$ cat config.mk
export PLATFORM = sky130hd
export DESIGN_NAME = scaled_index_agen
export DESIGN_NICKNAME = d
export VERILOG_FILES = /design/src/rtl/scaled_index_agen.sv
export SDC_FILE = /design/constraint.sdc
export NUM_CORES = 1
export LEC_CHECK = 0
export ABC_CLOCK_PERIOD_IN_PS = 1000
export BUFFER_PORTS_ARGS = -buffer_cell sky130_fd_sc_hd__buf_2
export CELL_PAD_IN_SITES_DETAIL_PLACEMENT = 0
export CELL_PAD_IN_SITES_GLOBAL_PLACEMENT = 2
export CORE_ASPECT_RATIO = 1.2
export CORE_MARGIN = 2
export CORE_UTILIZATION = 34
export CTS_CLUSTER_DIAMETER = 50
export DETAILED_ROUTE_END_ITERATION = 6
export PLACE_DENSITY_LB_ADDON = 0.1
export SETUP_SLACK_MARGIN = 0.15
export SYNTH_ARGS = -nofsm -noshare
export SYNTH_HDL_FRONTEND = slang
export SYNTH_SLANG_ARGS = --single-unit
$ cat constraint.sdc
create_clock -name clk -period 1 [get_ports clk]
set_input_delay 0.2 -clock clk [delete_from_list [all_inputs] [get_ports clk]]
set_output_delay 0.2 -clock clk [all_outputs]
set_load 0.05 [all_outputs]
$ cat src/rtl/scaled_index_agen.sv
module scaled_index_agen #(
  parameter int XLEN = 64,
  parameter int SHW  = 2,
  parameter int RNW  = 5
) (
  input  logic            clk,
  input  logic            rst_n,
  input  logic            in_valid,
  input  logic [XLEN-1:0] base_val,
  input  logic [RNW-1:0]  base_reg,
  input  logic [XLEN-1:0] index_val,
  input  logic [SHW-1:0]  shift_sel,
  input  logic            update_form,
  input  logic [RNW-1:0]  target_reg,
  output logic            out_valid,
  output logic [XLEN-1:0] eff_addr,
  output logic            wb_en,
  output logic [XLEN-1:0] wb_data,
  output logic            illegal
);

  localparam int SAW = SHW + 1;

  logic [SAW-1:0]  shift_by;
  logic [XLEN-1:0] base_term;
  logic [XLEN-1:0] scaled;
  logic [XLEN-1:0] sum;
  logic            base_zero;
  logic            upd_ok;

  assign base_zero = (base_reg == '0);
  assign shift_by  = {1'b0, shift_sel} + SAW'(1);
  assign base_term = (!update_form && base_zero) ? '0 : base_val;
  assign scaled    = index_val << shift_by;
  assign sum       = base_term + scaled;
  assign upd_ok    = !base_zero && (base_reg != target_reg);

  always_ff @(posedge clk or negedge rst_n) begin
    if (!rst_n) begin
      out_valid <= 1'b0;
      wb_en     <= 1'b0;
      illegal   <= 1'b0;
    end else begin
      out_valid <= in_valid;
      wb_en     <= in_valid && update_form && upd_ok;
      illegal   <= in_valid && update_form && !upd_ok;
    end
  end

  always_ff @(posedge clk) begin
    if (in_valid) eff_addr <= sum;
  end

  assign wb_data = eff_addr;

  assert_wb_excl_R5: assert property (@(posedge clk) disable iff (!rst_n)
    !(wb_en && illegal));

  assert_flags_need_valid_R8: assert property (@(posedge clk) disable iff (!rst_n)
    (wb_en || illegal) |-> out_valid);

  assert_valid_follows_R8: assert property (@(posedge clk) disable iff (!rst_n)
    in_valid |=> out_valid);

  assert_idle_follows_R8: assert property (@(posedge clk) disable iff (!rst_n)
    !in_valid |=> !out_valid);

  assert_zero_base_upd_R6: assert property (@(posedge clk) disable iff (!rst_n)
    (in_valid && update_form && base_reg == '0) |=> (illegal && !wb_en));

  assert_plain_no_wb_R7: assert property (@(posedge clk) disable iff (!rst_n)
    (in_valid && !update_form) |=> (!wb_en && !illegal));

  assert_zero_base_addr_R3: assert property (@(posedge clk) disable iff (!rst_n)
    (in_valid && !update_form && base_reg == '0) |=>
      (eff_addr == ($past(index_val) << ($past(shift_sel) + 3'd1))));

  assert_wb_value_R5: assert property (@(posedge clk) disable iff (!rst_n)
    wb_en |-> (wb_data == eff_addr));

endmodule

==> reports/results.md <==
| Metric | Value |
|:---|:---|
| WL/cell | 18.2 µm |
| Number of enable-type register cells in the synthesized netlist | 64 |
| Category of the worst setup path launch point | input port |
| Library cell used as clock root buffer | clkbuf_16 |
| Syn Nets | 1180 |
| Placer's final routability congestion estimate | 0.901 |
| GR Util All Layers | 0.243 |
| Data arrival time at the worst-slack endpoint | 3560 ps |
| Setup-failing EPs final | 195 |
| Number of buffers inserted by port buffering | 274 |
| Chip Height | 180 µm |
| Routed vias | 9427 |
| Post-route antenna net violation count | 0 |
| Largest net degree at the start of global routing | 37 |
| Fraction of final layout cells with drive strength greater than 1 | 0.627 |
| First-pass GRT wire length | 51.0 mm |
| Number of synthesized register bits | 67 |
| Number of DRC violations after detailed routing | 0 |
| Number of search-and-repair iterations in the first detailed-routing pass | 4 |
| Setup repair after global routing missed its margin | yes |
| Cell at the slowest stage of the critical path | fa_2 |
| Primary FF master, synth | edfxtp_1 |
| Maximum level of the CTS H-tree | 3 |
| Fin util | 0.612 |
| Cell Pwr Density | 1870 nW/µm² |
| Final-layout worst hold slack | 168 ps |
| Largest incremental delay on the critical path | 380 ps |
| Netlist Area Pre-Place | 8810 µm² |
| Simple-gate area share of the yosys netlist | 0.156 |
| Synth Area in Adders | 0.0931 |
| Ranking of synthesized cells by area | edfxtp_1 (22%), mux4_2 (11%), ha_1 (9.1%) |
| Share of the synthesized netlist area taken by xor and xnor gates | 0.0656 |
| Initial cell density of the core | 0.346 |
| Measured slew at the worst slew-check pin | 467 ps |
| Overall die width | 151 µm |
| Number of antenna violations at the first check in global routing | 1 |
| Detailed Route WL | 33.7 mm |
| Post-DP HPWL | 26.2 mm |
| Path category of the worst min-delay check | in -> async |
| Non-filler instance count after layout | 1852 |
| Final worst-path cycle share | 3.45 |
| Violations in the final reports | setup timing |
| Via count normalized by instance count | 5.09 |
| Most common library cell in the layout ignoring fill and taps | buf_4 |
| Most frequent cells in the layout | buf_4 (327), buf_6 (162), buf_2 (140) |
| Critical path, cell by cell | buf_12 > ha_4 > buf_6 > buf_16 > buf_6 > nor3_4 > fa_2 > a21o_1 > a221o_1 > a31o_1 > a211o_1 > a31o_4 > a21oi_4 > or3_4 > a21oi_4 > a31oi_2 > xnor2_1 |
| Clock tree from TritonCTS | yes |
| Placed Instances | 1774 |
| Vias in the first global route | 9557 |
| Status | complete, but fails checks |
| Final count of hold timing violations | 0 |
| Fraction of synthesized area in multiplexers | 0.200 |
| Site Rows | 64 |
| Total CTS buffers | 9 |
| Register area share after synthesis | 0.227 |
| Count of distinct cell types in the synthesized netlist | 60 |
| Maximum fanout along the worst path | 5 |
| Final-stage net count | 1725 |
| Worst Setup Path Type | in -> reg |
| Synthesized instance count | 971 |
| CP required | 1110 ps |
| CTS Sinks | 67 |
| Area added between synthesis and finish | 76.7% |
| Total chip power | 0.0291 W |
| Io pins | 275 |
| Area fraction in compound gates after synthesis | 0.173 |
| Share of the synthesized area in the top cell type | 0.218 |
| Fraction of synthesis flops using an asynchronous set or reset pin | 0.0448 |
| Cell type with the largest total area after synthesis | edfxtp_1 |
| Max Cap Violations | 0 |
| Final critical-path required period | 3450 ps |
| Leak pwr | 7.01 nW |
| Drt first-iter violations | 415 |
| Die Area | 27200 µm² |
| Synth Warn # | 0 |
| Place WS | -3060 ps |
| Dominant combinational cell family by area after synthesis | multiplexers |
| Worst-case headroom to the max-slew limit | 0.688 |
| Placeable core region | 25500 µm² |
| Clock buffer depth | 2 |
| Final Max Slew Viols | 0 |
| Mapped Avg Cell Area | 9.08 µm² |
| Sum of overflow across all layers after global routing | 0 |
| Clock transition at the registers of the reported paths | 60 ps |
| Worst setup margin | -2450 ps |
| Maximum clock rate | 290 MHz |
| CP Capture Type | flop |
| Largest voltage drop on the vdd net | 1.23 mV |
[flip-flops by register name (all words and copies together), names as in the netlist]
signal     flops
illegal        1
eff_addr      64
out_valid      1
wb_en          1
[through the flow]
| step | TNS [ps] | instance area, µm² |
|---|---|---|
| 5_1_grt | -158120 | 15600 |
| 4_1_cts | -146340 | 14900 |
| 3_3_place_gp | -161180 | 12700 |
| 2_1_floorplan | -137090 | 9530 |
| 3_5_place_dp | -163780 | 12700 |
| 6_report | -149630 | 15600 |
[synth_stat cells (all sizes together), types with 4 or more instances]
master / count
mux2i: 13
nor3: 18
and3: 11
nand2: 81
edfxtp: 64
nor2b: 68
a21o: 32
mux4: 44
nor2: 61
a211oi: 4
a31o: 4
xor2: 25
o21ai: 48
inv: 20
buf: 71
o21bai: 24
ha: 64
a21oi: 86
nand4: 19
o21a: 4
a31oi: 11
xnor2: 41
mux2: 57
nand3: 8
clkbuf: 45
[worst max-delay path, delay by kind of cell]
family,cells,cell delay (ps)
and+or+nand+nor,2,220
adders and majority gates,2,740
AOI/OAI and AO/OA,8,1780
buffers and inverters,4,520
xor gates and xnor gates,1,90
[path summary, 6_finish.rpt]
kind | startpoint | to | slack (ps) | depth (start not counted)
max in group asynchronous | rst_n | out_valid | 730 | 2
min | rst_n | wb_en | 170 | 2
max | shift_sel[0] | eff_addr[56] | -2450 | 17
min in group clk | in_valid | out_valid | 210 | 2
[timing repair]
action,in CTS,in global routing
endpoints found under the setup margin,195,195
buffers inserted,27,28
hold buffers,1,0
gates resized for setup,419,93
cloned,4,1
endpoints found under the hold margin,3,0
pin swaps,40,51
[area by class of cell]
type,count,area [µm²]
fillers,2210,9890
multi-input cells,768,7370
repair buffers,650,5420
flip-flops and latches,67,2000
well taps,330,413
clock buffers,14,274
inverters,20,87.6
clock inverters,2,10.0
diodes,1,2.50
[where the power goes]
group	switching [W]	internal [W]
combinational	0.0114	0.00960
clock	0.00134	0.00188
sequential	0.000683	0.00422
[cell families after synthesis]
| kind of cell | Yosys count |
|---|---|
| DFF | 67 |
| AOI/OAI and AO/OA | 242 |
| adders and majority gates | 65 |
| buffers and inverters | 136 |
| muxes | 114 |
| and+or+nand+nor | 281 |
| xor gates and xnor gates | 66 |
[layer usage]
layer	vias up	GRT usage	wire [µm]
li1	4634	-	-
met1	4486	0.302	13900
met2	273	0.437	17500
met3	34	0.0337	1680
met4	0	0.0621	664
met5	-	0	0
Note: power is estimated with default switching activity, not from simulation.
